===== src/rtl/trap_csr_pkg.sv =====
package trap_csr_pkg;
  localparam logic [11:0] A_MSTAT  = 12'h300;
  localparam logic [11:0] A_EDELEG = 12'h302;
  localparam logic [11:0] A_IDELEG = 12'h303;
  localparam logic [11:0] A_MIEN   = 12'h304;
  localparam logic [11:0] A_MVEC   = 12'h305;
  localparam logic [11:0] A_MPEND  = 12'h344;
  localparam logic [11:0] A_SSTAT  = 12'h100;
  localparam logic [11:0] A_SIEN   = 12'h104;
  localparam logic [11:0] A_SPEND  = 12'h144;

  localparam int MPP_LO = 11;
  localparam int FS_LO  = 13;
  localparam int XS_LO  = 15;

  localparam logic [31:0] STAT_WMASK  = 32'h000E_79AA;
  localparam logic [31:0] STAT_XLMASK = 32'h000E_1800;
  localparam logic [31:0] SVIEW_LOW   = 32'h000D_E133;
  localparam logic [31:0] IEN_MASK    = 32'h0000_02AA;
  localparam logic [31:0] PEND_MASK   = 32'h0000_0022;
  localparam logic [31:0] IDLG_MASK   = 32'h0000_0222;
  localparam logic [31:0] EDLG_MASK   = 32'h0000_B3FF;

  typedef struct packed {
    logic mstat;
    logic sstat;
    logic mien;
    logic sien;
    logic mpend;
    logic spend;
    logic ideleg;
    logic edeleg;
    logic mvec;
  } wsel_t;
endpackage


===== src/rtl/trap_status_unit.sv =====
module trap_status_unit
  import trap_csr_pkg::*;
#(
  parameter int XLEN   = 32,
  parameter bit HAS_S  = 1'b1,
  parameter bit HAS_U  = 1'b1
) (
  input  logic            clk,
  input  logic            rst_n,
  input  logic            wr_m,
  input  logic            wr_s,
  input  logic [XLEN-1:0] wdata,
  output logic [XLEN-1:0] stat_q,
  output logic            flush_q
);
  localparam int SD_BIT = XLEN - 1;
  localparam logic [XLEN-1:0] WMASK  = XLEN'(STAT_WMASK);
  localparam logic [XLEN-1:0] XLMASK = XLEN'(STAT_XLMASK);
  localparam logic [XLEN-1:0] SMASK  = XLEN'(SVIEW_LOW) | (XLEN'(1) << SD_BIT);
  localparam logic [XLEN-1:0] MPPMSK = XLEN'(3) << MPP_LO;

  logic [XLEN-1:0] src, mask_eff, stat_d;
  logic [1:0]      mpp_req;
  logic            mpp_bad, stat_we, flush_d;

  always_comb begin
    src = wr_s ? ((stat_q & ~SMASK) | (wdata & SMASK)) : wdata;
    mpp_req = src[MPP_LO +: 2];
    mpp_bad = (mpp_req == 2'd2) ||
              (!HAS_S && mpp_req == 2'd1) ||
              (!HAS_U && mpp_req == 2'd0);
    mask_eff = mpp_bad ? (WMASK & ~MPPMSK) : WMASK;
    stat_d = (stat_q & ~mask_eff) | (src & mask_eff);
    if (stat_d[FS_LO +: 2] != 2'b00) stat_d[FS_LO +: 2] = 2'b11;
    stat_d[SD_BIT] = (stat_d[FS_LO +: 2] == 2'b11) || (stat_d[XS_LO +: 2] == 2'b11);
    stat_we = wr_m | wr_s;
    flush_d = stat_we && (((stat_d ^ stat_q) & XLMASK) != '0);
  end

  always_ff @(posedge clk or negedge rst_n) begin
    if (!rst_n) begin
      stat_q <= MPPMSK;
    end else if (stat_we) begin
      stat_q <= stat_d;
    end
  end

  always_ff @(posedge clk or negedge rst_n) begin
    if (!rst_n) flush_q <= 1'b0;
    else        flush_q <= flush_d;
  end

  assert_fs_two_state_R3: assert property (@(posedge clk) disable iff (!rst_n)
    (stat_q[FS_LO +: 2] == 2'b00) || (stat_q[FS_LO +: 2] == 2'b11));
  assert_sd_summary_R4: assert property (@(posedge clk) disable iff (!rst_n)
    stat_q[SD_BIT] == ((stat_q[FS_LO +: 2] == 2'b11) || (stat_q[XS_LO +: 2] == 2'b11)));
  assert_mpp_reserved_kept_R2: assert property (@(posedge clk) disable iff (!rst_n)
    (wr_m && wdata[MPP_LO +: 2] == 2'd2) |=> $stable(stat_q[MPP_LO +: 2]));
  assert_flush_after_write_R12: assert property (@(posedge clk) disable iff (!rst_n)
    flush_q |-> $past(stat_we));
  assert_no_flush_untouched_R5: assert property (@(posedge clk) disable iff (!rst_n)
    (stat_we && ((stat_d ^ stat_q) & XLMASK) == '0) |=> !flush_q);
endmodule


===== src/rtl/trap_irq_unit.sv =====
module trap_irq_unit
  import trap_csr_pkg::*;
#(
  parameter int XLEN = 32
) (
  input  logic            clk,
  input  logic            rst_n,
  input  logic            wr_mien,
  input  logic            wr_sien,
  input  logic            wr_mpend,
  input  logic            wr_spend,
  input  logic            wr_ideleg,
  input  logic [XLEN-1:0] wdata,
  output logic [XLEN-1:0] ien_q,
  output logic [XLEN-1:0] pend_q,
  output logic [XLEN-1:0] ideleg_q
);
  localparam logic [XLEN-1:0] IENM = XLEN'(IEN_MASK);
  localparam logic [XLEN-1:0] PNDM = XLEN'(PEND_MASK);
  localparam logic [XLEN-1:0] DLGM = XLEN'(IDLG_MASK);

  logic [XLEN-1:0] ien_src, pend_src, ien_d, pend_d, ideleg_d;
  logic            ien_we, pend_we;

  always_comb begin
    ien_src  = wr_sien  ? ((ien_q  & ~ideleg_q) | (wdata & ideleg_q)) : wdata;
    pend_src = wr_spend ? ((pend_q & ~ideleg_q) | (wdata & ideleg_q)) : wdata;
    ien_d    = (ien_q  & ~IENM) | (ien_src  & IENM);
    pend_d   = (pend_q & ~PNDM) | (pend_src & PNDM);
    ideleg_d = (ideleg_q & ~DLGM) | (wdata & DLGM);
    ien_we   = wr_mien  | wr_sien;
    pend_we  = wr_mpend | wr_spend;
  end

  always_ff @(posedge clk or negedge rst_n) begin
    if (!rst_n) begin
      ien_q <= '0;
    end else if (ien_we) begin
      ien_q <= ien_d;
    end
  end

  always_ff @(posedge clk or negedge rst_n) begin
    if (!rst_n) begin
      pend_q <= '0;
    end else if (pend_we) begin
      pend_q <= pend_d;
    end
  end

  always_ff @(posedge clk or negedge rst_n) begin
    if (!rst_n) begin
      ideleg_q <= '0;
    end else if (wr_ideleg) begin
      ideleg_q <= ideleg_d;
    end
  end

  assert_sien_scope_R9: assert property (@(posedge clk) disable iff (!rst_n)
    wr_sien |=> ((ien_q & ~ideleg_q) == $past(ien_q & ~ideleg_q)));
  assert_spend_scope_R9: assert property (@(posedge clk) disable iff (!rst_n)
    wr_spend |=> ((pend_q & ~ideleg_q) == $past(pend_q & ~ideleg_q)));
  assert_ideleg_stable_R6: assert property (@(posedge clk) disable iff (!rst_n)
    !wr_ideleg |=> $stable(ideleg_q));
endmodule


===== src/rtl/trap_vec_unit.sv =====
module trap_vec_unit
  import trap_csr_pkg::*;
#(
  parameter int XLEN = 32
) (
  input  logic            clk,
  input  logic            rst_n,
  input  logic            wr_edeleg,
  input  logic            wr_mvec,
  input  logic [XLEN-1:0] wdata,
  output logic [XLEN-1:0] edeleg_q,
  output logic [XLEN-1:0] mvec_q
);
  localparam logic [XLEN-1:0] EDM = XLEN'(EDLG_MASK);

  logic [XLEN-1:0] edeleg_d, mvec_d;
  logic            mvec_we;

  always_comb begin
    edeleg_d = wdata & EDM;
    mvec_d   = {wdata[XLEN-1:2], 2'b00};
    mvec_we  = wr_mvec && (wdata[1:0] == 2'b00);
  end

  always_ff @(posedge clk or negedge rst_n) begin
    if (!rst_n) begin
      edeleg_q <= '0;
    end else if (wr_edeleg) begin
      edeleg_q <= edeleg_d;
    end
  end

  always_ff @(posedge clk or negedge rst_n) begin
    if (!rst_n) begin
      mvec_q <= '0;
    end else if (mvec_we) begin
      mvec_q <= mvec_d;
    end
  end

  assert_vec_mode_reject_R8: assert property (@(posedge clk) disable iff (!rst_n)
    (wr_mvec && wdata[1:0] != 2'b00) |=> $stable(mvec_q));
  assert_vec_aligned_R8: assert property (@(posedge clk) disable iff (!rst_n)
    mvec_q[1:0] == 2'b00);
  assert_edeleg_bits_R7: assert property (@(posedge clk) disable iff (!rst_n)
    (edeleg_q & ~EDM) == '0);
endmodule


===== src/rtl/trap_setup_csr.sv =====
module trap_setup_csr
  import trap_csr_pkg::*;
#(
  parameter int XLEN  = 32,
  parameter bit HAS_S = 1'b1,
  parameter bit HAS_U = 1'b1
) (
  input  logic            clk,
  input  logic            rst_n,
  input  logic [11:0]     reg_addr,
  input  logic [XLEN-1:0] reg_wdata,
  input  logic            reg_we,
  output logic [XLEN-1:0] reg_rdata,
  output logic            xlat_flush
);
  localparam logic [XLEN-1:0] SVIEW = XLEN'(SVIEW_LOW) | (XLEN'(1) << (XLEN - 1));

  logic [1:0] rst_pipe;
  logic       rst_sn;

  always_ff @(posedge clk or negedge rst_n) begin
    if (!rst_n) rst_pipe <= 2'b00;
    else        rst_pipe <= {rst_pipe[0], 1'b1};
  end
  assign rst_sn = rst_pipe[1];

  wsel_t           ws;
  logic [XLEN-1:0] stat_q, ien_q, pend_q, ideleg_q, edeleg_q, mvec_q;

  always_comb begin
    ws        = '0;
    ws.mstat  = reg_we && reg_addr == A_MSTAT;
    ws.sstat  = reg_we && reg_addr == A_SSTAT;
    ws.mien   = reg_we && reg_addr == A_MIEN;
    ws.sien   = reg_we && reg_addr == A_SIEN;
    ws.mpend  = reg_we && reg_addr == A_MPEND;
    ws.spend  = reg_we && reg_addr == A_SPEND;
    ws.ideleg = reg_we && reg_addr == A_IDELEG;
    ws.edeleg = reg_we && reg_addr == A_EDELEG;
    ws.mvec   = reg_we && reg_addr == A_MVEC;
  end

  trap_status_unit #(.XLEN(XLEN), .HAS_S(HAS_S), .HAS_U(HAS_U)) u_stat (
    .clk(clk), .rst_n(rst_sn), .wr_m(ws.mstat), .wr_s(ws.sstat),
    .wdata(reg_wdata), .stat_q(stat_q), .flush_q(xlat_flush));

  trap_irq_unit #(.XLEN(XLEN)) u_irq (
    .clk(clk), .rst_n(rst_sn), .wr_mien(ws.mien), .wr_sien(ws.sien),
    .wr_mpend(ws.mpend), .wr_spend(ws.spend), .wr_ideleg(ws.ideleg),
    .wdata(reg_wdata), .ien_q(ien_q), .pend_q(pend_q), .ideleg_q(ideleg_q));

  trap_vec_unit #(.XLEN(XLEN)) u_vec (
    .clk(clk), .rst_n(rst_sn), .wr_edeleg(ws.edeleg), .wr_mvec(ws.mvec),
    .wdata(reg_wdata), .edeleg_q(edeleg_q), .mvec_q(mvec_q));

  always_comb begin
    unique case (reg_addr)
      A_MSTAT:  reg_rdata = stat_q;
      A_SSTAT:  reg_rdata = stat_q & SVIEW;
      A_MIEN:   reg_rdata = ien_q;
      A_SIEN:   reg_rdata = ien_q & ideleg_q;
      A_MPEND:  reg_rdata = pend_q;
      A_SPEND:  reg_rdata = pend_q & ideleg_q;
      A_IDELEG: reg_rdata = ideleg_q;
      A_EDELEG: reg_rdata = edeleg_q;
      A_MVEC:   reg_rdata = mvec_q;
      default:  reg_rdata = '0;
    endcase
  end

  assert_sview_subset_R10: assert property (@(posedge clk) disable iff (!rst_sn)
    (reg_addr == A_SSTAT) |-> ((reg_rdata & ~SVIEW) == '0));
  assert_flush_single_R12: assert property (@(posedge clk) disable iff (!rst_sn)
    (xlat_flush && !(ws.mstat || ws.sstat)) |=> !xlat_flush);
endmodule


===== config.mk =====
export PLATFORM = sky130hd
export DESIGN_NAME = trap_setup_csr
export DESIGN_NICKNAME = d
export VERILOG_FILES = /design/src/rtl/trap_csr_pkg.sv /design/src/rtl/trap_status_unit.sv /design/src/rtl/trap_irq_unit.sv /design/src/rtl/trap_vec_unit.sv /design/src/rtl/trap_setup_csr.sv
export SDC_FILE = /design/constraint.sdc
export NUM_CORES = 1
export LEC_CHECK = 0
export BUFFER_PORTS_ARGS = -buffer_cell sky130_fd_sc_hd__buf_2
export CORE_MARGIN = 5
export CORE_UTILIZATION = 58
export CTS_CLUSTER_DIAMETER = 50
export DETAILED_ROUTE_END_ITERATION = 10
export GPL_TIMING_DRIVEN = 0
export PLACE_DENSITY = 0.85
export SYNTH_ARGS = -nofsm -noshare
export SYNTH_HDL_FRONTEND = slang
export SYNTH_SLANG_ARGS = --single-unit

===== constraint.sdc =====
create_clock -name clk -period 3.2 [get_ports clk]
set_clock_uncertainty 0.15 [all_clocks]
set_input_delay 0.16 -clock clk [delete_from_list [all_inputs] [get_ports clk]]
set_output_delay 0.16 -clock clk [all_outputs]
set_load 0.02 [all_outputs]

==> metrics.cfg <==
[run_status]
outcome=completed

[finish]
layout-drive-gt1-share_pct=35.1
area_growth_pct=31.6
n_antenna_cell=0
fillerInstances=341
nets=446

[power]
clkPwrFrac_pct=40.0
p_seq_share_pct=52.8
vdd_drop_max_v=0.000371
p_switching_mw=0.427
combPwrFrac_pct=7.2
switching_share_pct=26.1
p_total_mw=1.63
leakagePower_nw=2.32
internal-power_mw=1.21
power.density_nw_per_um2=372

[floorplanning]
die-area_um2=7370
core.rowCount=27
die-width_um=85.9
die_h_um=85.9
coreArea_um2=5540
initial_core_util_pct=60.3
io-pin-count=80

[logic_synthesis]
syn-num-nets=319
synth_most_common_cell=dfrtp_1
netlist.area_leader.share_pct=48.7
synth_cell_type_count=53
ys_warn_count=0
syn_area_um2=3340
synth_edf_count=0
ys.flop_type=dfrtp_1
syn_area_per_cell_um2=12.3
synth_area_leaders=dfrtp_1, mux2_1, mux2_2, mux2_4, and2_1
async_flop_share_pct=100
yosys.area.top_type=dfrtp_1
ys_ff_latch=67
synth_common_cells=dfrtp_1, mux2_1, nand2_1, and2_1, mux2_2
synthCells=272
seq_area_frac_synth_pct=50.3

[grt]
grt-ovfl-total=0
grt_pass1_vias=2773
grt_max_degree=39
antenna_found_initial=0
grt_first_pass_wirelength_um=13900
track_usage_pct=24.6

[placed_design]
portBuffers=78
gp_congestion=0.924
dp_hpwl_um=5800

[clock_network]
ctsResizeCount=0
cts_num_sinks=67
cts_tree=built
h-tree-depth=3
clk_latency_ns=0.35
cts_inserted_buffers=9
clk_pin_slew_worst_paths_ns=0.07
cts.path.max_buffers=2
cts-root-buf=clkbuf_8
cts_setup_buffers=0

[setup_path]
cp_max_fo=10
slowest_delay_ns=0.54
critical_path_buf_inv_count=4
cp.required_ns=2.89
cp.arrival_ns=2.61
crit_slowest_cell=dlygate4sd3_1
crit_path_end_kind=output pin
path_cells=dlygate4sd3_1 -> buf_2 -> nor4_4 -> nand3_1 -> nor2_4 -> buf_2 -> a32o_1 -> buf_2
path_common_cell=buf_2
reg2reg_slack_ns=1.90
setup.worst_path.class=in -> out
path_delay_family=simple AND/OR/NAND/NOR gates
critPathLaunchType=input pin

[timing]
rsz0062_at_grt=no
fin_crit_sh_pct=91.2
relSlewSlack_pct=40.0
slew_violations=0
finalSetupViolCount=0
worst_pin_slew_ns=0.900
clock.fmax_mhz=343
hold_viol=0
setup_tns_ns=0
layout_min_cycle_time_ns=2.92

[detailed_routing]
via_per_inst=5.61
route.detailed.drc=0
drtAntennaViolNets=0
wl_per_cell_um=17.8
drt-initial-drc-count=173
drt-total-wl_um=8490
vias=2668
firstDrtPassIters=5

[flow_run]
max_cap_violations=0

[min_path]
min-delay-path-class=in -> reg

[routing by layer]
layer  vias to the layer above  GRT usage, %  share of wire [%]
met5                         -             0                  0
met4                         0          8.63                1.7
met3                        16          7.30                6.2
met2                        99          40.3                 51
met1                      1302          30.9                 41
li1                       1251             -                  -
[area by class of cell]
cell class | count | area, µm² | area share, %
Tap cell | 72 | 90.1 | 2.05
Buffer | 13 | 88.8 | 2.02
Clock buffer | 9 | 124 | 2.82
Clock inverter | 7 | 57.6 | 1.31
Multi-Input combinational cell | 189 | 1560 | 35.5
Sequential cell | 67 | 1680 | 38.3
Timing Repair Buffer | 116 | 781 | 17.8
Inverter | 3 | 11.3 | 0.256
[logic make-up (layout without fill, tap and decap cells)]
family / count (synthesis) / count (layout) / synth area share, %
xor+xnor: 3 / 3 / 0.787
compound gates: 43 / 43 / 9.60
simple gates: 84 / 84 / 15.6
buf+inv: 16 / 148 / 3.00
mux: 58 / 58 / 20.7
other cells: 1 / 1 / 0.112
flops: 67 / 67 / 50.3
[registers in the layout, summed over array words and instances, names as in the netlist]
signal          cells
u_irq.pend_q        2
u_stat.stat_q      11
u_vec.mvec_q       30
u_irq.ien_q         5
u_stat.flush_q      1
rst_pipe            2
u_irq.ideleg_q      3
u_vec.edeleg_q     13
[worst paths after layout]
path	start	cells past startpoint	to
max in group asynchronous	rst_pipe[1]	1	u_stat.stat_q[11]
worst min-delay path	reg_addr[5]	4	u_stat.flush_q
min in group asynchronous	rst_pipe[1]	0	u_vec.mvec_q[24]
worst max-delay path	reg_addr[4]	8	reg_rdata[17]
worst max register to register	rst_pipe[1]	1	u_stat.stat_q[11]
worst min register to register	rst_pipe[0]	0	rst_pipe[1]
[layout by cell type (no fill, tap or decap), types with 3 or more instances in the layout]
cell,n
nor2_1,9
buf_6,4
a221o_1,3
and3_1,5
nand4_1,4
clkbuf_1,3
and4_1,3
dfrtp_1,64
nor4bb_1,3
a22o_1,10
clkbuf_8,9
and2_1,17
nand2b_1,3
mux2_1,30
dlygate4sd3_1,37
o21ai_0,9
nand2_1,21
mux2_4,10
a21oi_1,3
buf_2,82
inv_6,3
inv_1,3
nor3_1,4
mux2_2,17
[power groups by stage]
stage | combinational, mW | sequential [mW] | clock (mW)
2_1_floorplan | 0.0238 | 0.880 | 0
3_5_place_dp | 0.0819 | 0.879 | 0
6_report | 0.117 | 0.862 | 0.654
5_1_grt | 0.128 | 0.864 | 0.710
3_3_place_gp | 0.0707 | 0.885 | 0
4_1_cts | 0.116 | 0.863 | 0.670
[what timing repair did]
item                       4_1_cts  5_1_grt
hold endpoints to repair        64        0
hold buffers                    37        0
setup endpoints to repair        0        0
[metrics by stage]
| stage | cell area, µm² | util, % | std cells | worst slack [ns] | hold slack [ns] |
|---|---|---|---|---|---|
| floorplan | 3340 | - | 272 | 1.05 | -0.286 |
| global placement | 3820 | 68.9 | 422 | 0.379 | -0.206 |
| detailed placement | 3840 | 69.3 | 423 | 0.734 | -0.197 |
| CTS | 4390 | 79.3 | 476 | 0.313 | 0.00284 |
| global route | 4390 | 79.3 | 476 | 0.131 | 0.0304 |
| finish | 4390 | 79.3 | 476 | 0.280 | 0.0156 |
Power figures use the tool's default switching activity.
